<file path="src/rtl/shutter_pkg.sv">
package shutter_pkg;

    typedef enum logic [1:0] {
        MODE_STOP     = 2'b00,
        MODE_RUN      = 2'b01,
        MODE_PLACE    = 2'b10,
        MODE_SUPPRESS = 2'b11
    } shut_mode_e;

    typedef enum logic [2:0] {
        ST_STOP,
        ST_SUPPRESS,
        ST_SINGLE,
        ST_LONG,
        ST_LONG_END
    } shut_state_e;

endpackage

</file>
<file path="src/rtl/shutter_seq.sv">
module shutter_seq
    import shutter_pkg::*;
#(
    parameter int VW = 10,
    parameter int HW = 12
) (
    input  logic          clk,
    input  logic          rst_n,
    input  logic          vd_fall,
    input  logic          a_field,
    input  logic [1:0]    cfg_mode,
    input  logic [VW-1:0] cfg_vcnt,
    input  logic [HW-1:0] cfg_hcnt,
    input  logic [VW-1:0] cfg_place,
    output logic [HW-2:0] hcnt_o,
    output logic          afield_o,
    output logic          burst_o,
    output logic          hold_o,
    output logic          supp_o
);

    shut_state_e   state_q, state_d, entry_state;
    shut_mode_e    mode_q;
    logic [VW-1:0] vcnt_q, place_q, fidx_q, fidx_inc, target;
    logic [HW-2:0] hcnt_q;
    logic          afield_q;
    logic          accept;

    assign fidx_inc = fidx_q + VW'(1);
    assign accept   = (state_q != ST_LONG);

    // State a new register set starts in.
    always_comb begin
        unique case (shut_mode_e'(cfg_mode))
            MODE_STOP:     entry_state = ST_STOP;
            MODE_SUPPRESS: entry_state = ST_SUPPRESS;
            MODE_RUN,
            MODE_PLACE:    entry_state = (cfg_vcnt == '0) ? ST_SINGLE : ST_LONG;
            default:       entry_state = ST_STOP;
        endcase
    end

    // Transitions, taken only at a VD fall.
    always_comb begin
        state_d = state_q;
        if (vd_fall) begin
            unique case (state_q)
                ST_LONG:     state_d = (fidx_inc == vcnt_q) ? ST_LONG_END : ST_LONG;
                ST_STOP,
                ST_SUPPRESS,
                ST_SINGLE,
                ST_LONG_END: state_d = entry_state;
                default:     state_d = ST_STOP;
            endcase
        end
    end

    always_ff @(posedge clk or negedge rst_n) begin
        if (!rst_n) state_q <= ST_STOP;
        else        state_q <= state_d;
    end

    // Settings captured at VD fall, plus the field index.
    always_ff @(posedge clk or negedge rst_n) begin
        if (!rst_n) begin
            mode_q   <= MODE_STOP;
            vcnt_q   <= '0;
            place_q  <= '0;
            hcnt_q   <= '0;
            fidx_q   <= '0;
            afield_q <= 1'b0;
        end else if (vd_fall) begin
            afield_q <= a_field;
            if (accept) begin
                mode_q  <= shut_mode_e'(cfg_mode);
                vcnt_q  <= cfg_vcnt;
                place_q <= cfg_place;
                hcnt_q  <= cfg_hcnt[HW-2:0];
                fidx_q  <= '0;
            end else begin
                fidx_q  <= fidx_inc;
            end
        end
    end

    assign target = (mode_q == MODE_PLACE) ? place_q : vcnt_q;

    // Outputs decoded from the state.
    always_comb begin
        hold_o  = 1'b0;
        supp_o  = 1'b0;
        burst_o = 1'b0;
        unique case (state_q)
            ST_STOP:     ;
            ST_SUPPRESS: supp_o = 1'b1;
            ST_SINGLE:   burst_o = (fidx_q == target);
            ST_LONG: begin
                hold_o  = 1'b1;
                burst_o = (fidx_q == target);
            end
            ST_LONG_END: burst_o = (fidx_q == target);
            default:     ;
        endcase
    end

    assign hcnt_o   = hcnt_q;
    assign afield_o = afield_q;

endmodule

</file>
<file path="src/rtl/shutter_count.sv">
module shutter_count #(
    parameter int HW    = 12,
    parameter int LINES = 32,
    localparam int NW   = $clog2(LINES)
) (
    input  logic [HW-2:0] hval,
    input  logic          afield,
    output logic [NW-1:0] npulse
);

    logic [HW-1:0] raw;
    logic [HW-1:0] cap;

    assign cap = HW'(LINES - 1);

    always_comb begin
        if (afield) raw = (hval == '0) ? '0 : ({1'b0, hval} - HW'(1));
        else        raw = {1'b0, hval} + HW'(1);
    end

    assign npulse = (raw > cap) ? NW'(LINES - 1) : raw[NW-1:0];

endmodule

</file>
<file path="src/rtl/shutter_line.sv">
module shutter_line #(
    parameter int LINES = 32,
    localparam int NW   = $clog2(LINES),
    localparam int LW   = $clog2(LINES) + 1
) (
    input  logic          clk,
    input  logic          rst_n,
    input  logic          vd_fall,
    input  logic          hd_fall,
    input  logic          burst,
    input  logic [NW-1:0] npulse,
    output logic          sub_req
);

    logic [LW-1:0] line_q, line_nx, first_line;
    logic          in_window;

    assign line_nx    = (line_q == '1) ? line_q : line_q + LW'(1);
    assign first_line = LW'(LINES) - LW'(npulse);
    assign in_window  = (line_nx >= first_line) && (line_nx <= LW'(LINES - 1));

    always_ff @(posedge clk or negedge rst_n) begin
        if (!rst_n) begin
            line_q  <= '0;
            sub_req <= 1'b0;
        end else if (vd_fall) begin
            line_q  <= '0;
            sub_req <= 1'b0;
        end else if (hd_fall) begin
            line_q  <= line_nx;
            sub_req <= burst && in_window;
        end else begin
            sub_req <= 1'b0;
        end
    end

endmodule

</file>
<file path="src/rtl/exposure_shutter.sv">
module exposure_shutter #(
    parameter int VW    = 10,
    parameter int HW    = 12,
    parameter int LINES = 32
) (
    input  logic          clk,
    input  logic          rst_n,
    input  logic          vd_fall,
    input  logic          hd_fall,
    input  logic          a_field,
    input  logic [1:0]    cfg_mode,
    input  logic [VW-1:0] cfg_vcnt,
    input  logic [HW-1:0] cfg_hcnt,
    input  logic [VW-1:0] cfg_place,
    output logic          sub_req,
    output logic          hold_regs,
    output logic          readout_suppress
);

    localparam int NW = $clog2(LINES);

    logic [HW-2:0] hcnt_act;
    logic          afield_act;
    logic          burst;
    logic [NW-1:0] npulse;

    shutter_seq #(.VW(VW), .HW(HW)) u_seq (
        .clk      (clk),
        .rst_n    (rst_n),
        .vd_fall  (vd_fall),
        .a_field  (a_field),
        .cfg_mode (cfg_mode),
        .cfg_vcnt (cfg_vcnt),
        .cfg_hcnt (cfg_hcnt),
        .cfg_place(cfg_place),
        .hcnt_o   (hcnt_act),
        .afield_o (afield_act),
        .burst_o  (burst),
        .hold_o   (hold_regs),
        .supp_o   (readout_suppress)
    );

    shutter_count #(.HW(HW), .LINES(LINES)) u_cnt (
        .hval  (hcnt_act),
        .afield(afield_act),
        .npulse(npulse)
    );

    shutter_line #(.LINES(LINES)) u_line (
        .clk    (clk),
        .rst_n  (rst_n),
        .vd_fall(vd_fall),
        .hd_fall(hd_fall),
        .burst  (burst),
        .npulse (npulse),
        .sub_req(sub_req)
    );

endmodule

</file>
<file path="config.mk">
export PLATFORM = sky130hd
export DESIGN_NAME = exposure_shutter
export DESIGN_NICKNAME = d
export VERILOG_FILES = /design/src/rtl/shutter_pkg.sv /design/src/rtl/shutter_seq.sv /design/src/rtl/shutter_count.sv /design/src/rtl/shutter_line.sv /design/src/rtl/exposure_shutter.sv
export SDC_FILE = /design/constraint.sdc
export NUM_CORES = 1
export LEC_CHECK = 0
export CORE_UTILIZATION = 40
export CTS_CLUSTER_DIAMETER = 30
export DETAILED_ROUTE_END_ITERATION = 10
export DONT_BUFFER_PORTS = 1
export PLACE_DENSITY = 0.57
export SETUP_SLACK_MARGIN = 0.5
export SKIP_LAST_GASP = 1
export SYNTH_ARGS = -nofsm -noshare
export SYNTH_HDL_FRONTEND = slang
export SYNTH_SLANG_ARGS = --single-unit
</file>
<file path="constraint.sdc">
create_clock -name clk -period 2.7 [get_ports clk]
set_input_delay 0.27 -clock clk [delete_from_list [all_inputs] [get_ports clk]]
set_output_delay 0.27 -clock clk [all_outputs]
set_load 0.03 [all_outputs]
</file>
==> results of run 1 <==
## report_power, final
group	switching, mW	internal (mW)
Clock	0.269	0.277
Combinational	0.893	0.949
Sequential	0.266	1.08
Total	1.43	2.30
## cells in the mapped netlist (5+ instances only)
| cell type | instances | area share [%] |
|---|---|---|
| ha_1 | 14 | 4.9 |
| dfrtp_1 | 54 | 37 |
| buf_2 | 6 | 0.83 |
| mux2_2 | 33 | 10 |
| and3_1 | 5 | 0.87 |
| xnor2_1 | 16 | 3.9 |
| mux2i_1 | 17 | 4.7 |
| nand2_1 | 27 | 2.8 |
| inv_1 | 15 | 1.6 |
| nand2b_1 | 5 | 0.87 |
| nand3_1 | 12 | 1.7 |
| nor3_1 | 9 | 1.2 |
| nor2_1 | 27 | 2.8 |
| a21oi_1 | 17 | 2.4 |
| clkbuf_1 | 8 | 0.83 |
| o21ai_0 | 15 | 2.1 |
| xor2_1 | 13 | 3.2 |
## through the flow
step           instance area, sq um  std cells  hold WS [ps]
6_report                       4140        505          20.5
5_1_grt                        4140        505          6.26
4_1_cts                        4070        505          8.15
3_5_place_dp                   3910        494         -23.6
3_3_place_gp                   3910        494         -23.6
2_1_floorplan                  3630        372         -25.6
## timing repair
item,in CTS,in global routing
hold endpoints to repair,54,0
buffers inserted,1,0
pin swaps,1,7
endpoints found under the setup margin,1,4
gates resized for setup,2,21
hold buffers,2,0
## per-layer routing
metal,GRT usage [%],up-vias
li1,-,1383
met1,23.4,1371
met2,28.5,50
met3,2.38,10
met4,4.48,0
met5,0,-
## state kept, by name, indices dropped and copies added, names as in the netlist
| register | cells |
|---|---|
| u_line.sub_req | 1 |
| u_line.line_q | 6 |
| u_seq.vcnt_q | 10 |
| u_seq.mode_q | 2 |
| u_seq.afield_o | 1 |
| u_seq.state_q | 3 |
| u_seq.fidx_q | 10 |
| u_seq.hcnt_o | 11 |
| u_seq.place_q | 10 |
## critical path, delay by kind of cell (launching register included)
family | cells | cell delay (ps)
compound gates | 6 | 970
xor+xnor | 1 | 120
fa+ha+maj | 3 | 710
buf+inv | 3 | 350
flops | 1 | 430
simple gates | 2 | 190
## cells by family (layout without fill, tap and decap cells)
group | count (synthesis) | in the layout | synth area share, %
AOI/OAI and AO/OA | 64 | 64 | 12.3
xor gates and xnor gates | 29 | 29 | 7.04
adders and majority gates | 14 | 14 | 4.86
buffers and inverters | 35 | 60 | 4.47
DFF | 54 | 54 | 37.5
muxes | 50 | 50 | 15.0
and+or+nand+nor | 126 | 126 | 18.9
## area by class of cell
cell class / count / area share [%]
Multi-Input combinational cell: 283 / 52.7
Timing Repair Buffer: 37 / 7.34
Inverter: 15 / 1.36
Tap cell: 108 / 3.26
Clock buffer: 6 / 1.75
Sequential cell: 54 / 32.7
Clock inverter: 2 / 0.906
## worst min-delay path by stage
stage	to	start	slack (ps)	cells after the start
6_report	u_line.line_q[5]	vd_fall	20	1
5_1_grt	u_line.line_q[5]	vd_fall	6	1
4_1_cts	u_line.line_q[1]	vd_fall	8	1
3_5_place_dp	u_seq.hcnt_o[5]	rst_n	-20	0
3_3_place_gp	u_seq.hcnt_o[6]	rst_n	-20	0
2_1_floorplan	u_line.line_q[0]	rst_n	-30	0
==> flow_summary.ini, run 1 <==
[status]
outcome = complete, but fails checks
violations = setup timing

[critical_path]
worstPathRequired_ps = 2910
crit_path_max_incr_delay_ps = 430
reg2reg_slack_ps = -190
worstPathCellList = ha_2 > inv_1 > o2111ai_1 > a211oi_2 > buf_4 > a32oi_2 > nor2_2 > ha_1 > buf_4 > xnor2_1 > ha_1 > a21oi_2 > nor2b_1 > o21ai_1 > a2111oi_2
crit_end = u_line.sub_req
reg2reg_depth = 15
r2r_start = u_seq.hcnt_o[0]
rr_endpoint = u_line.sub_req
crit_path_start = u_seq.hcnt_o[0]
start_kind = flop
end_kind = flop
arrival_ps = 3100
crit_path_top_delay_cell = dfrtp_2
critPathKind = reg -> reg
crit_fanout = 6

[clocking]
clockRootBuffer = clkbuf_8
htreeDepth = 2
clk_latency_ps = 310
cts_buffers = 5
cts_tree = yes
clock-sinks = 54
cts_buffer_depth = 2
clk_pin_slew_ps = 100

[die]
core_area_sq_um = 8720
die_height_um = 97.0
io_pins = 42
start_util_pct = 41.4
num_rows = 34
die_area_sq_um = 9400
dieWidth_um = 97.0

[route]
wl_met3_um = 313
drt-wirelength-per-cell_um = 15.6
vias = 2814
first_pass_iters = 4
wl_met1_um = 3650
drc_errors = 0
avgViaCountPerCell = 5.57
dr.first_iter.drc_count = 114
ant_nets = 0
drt_wl_total_um = 7900
met2WireLength_um = 3810
top_layer = met4

[final_layout]
antenna_cells = 0
area_growth_syn_to_layout_pct = 14.9
nFillCells = 831
final_common_cell = dfrtp_1
nets = 449
final_core_util_pct = 47.5
layout_common_cells = 51 x dfrtp_1, 34 x buf_4, 33 x mux2_2
regArea_sq_um = 1360
multiInputGateArea_sq_um = 2180
drive_above_1_share_pct = 27.0

[sta]
finalCritPeriodShare_pct = 107
hold_violations = 0
max_freq_mhz = 346
relSlewSlack_pct = 69.4
worst_slack_ps = -188
rsz0062_at_grt = true
fin_crit_ps = 2890
fin_tns_setup_ps = -188
tightest_slew_ps = 457
maxSlewViolCount = 0
fin_skew_ps = 9.21
finalSetupViolCount = 1

[power]
ir_worst_vdd_mv = 0.382
p_leak_nw = 1.76
power_mw = 3.73
powerDensity_nw_per_um2 = 900

[logic_synthesis]
syn_area_sq_um = 3610
ys_seq_area_share_pct = 37.5
synthFlopType = dfrtp_1
syn_area_per_cell_sq_um = 9.70
synth_edf_count = 0
ys.warnings.count = 0
synth.distinct_cells = 58
synthCells = 372
synth_nets = 425
ys_ff_latch = 54
synthArstFlopShare_pct = 100

[grt]
grt_max_degree = 55
grt_pass1_vias = 2717
antenna_found_initial = 0
grt_usage_pct = 17.2
grt_pass1_wl_um = 13200
gr-total-overflow = 0

[flow_run]
maxCapViolCount = 0

[placed_design]
hpwl_um = 5960
place.gp.congestion = 0.792
pre_cts_ws_ps = -393
io_buffers = 0

[min_path]
hp-class = in -> reg
(Power assumes the default switching activity.)
==> inputs of run 2 (changes only) <==
- SLEW_MARGIN: not set -> 5
==> results of run 2 <==
The final DEF is identical to that of run 1; final timing and power are the same.
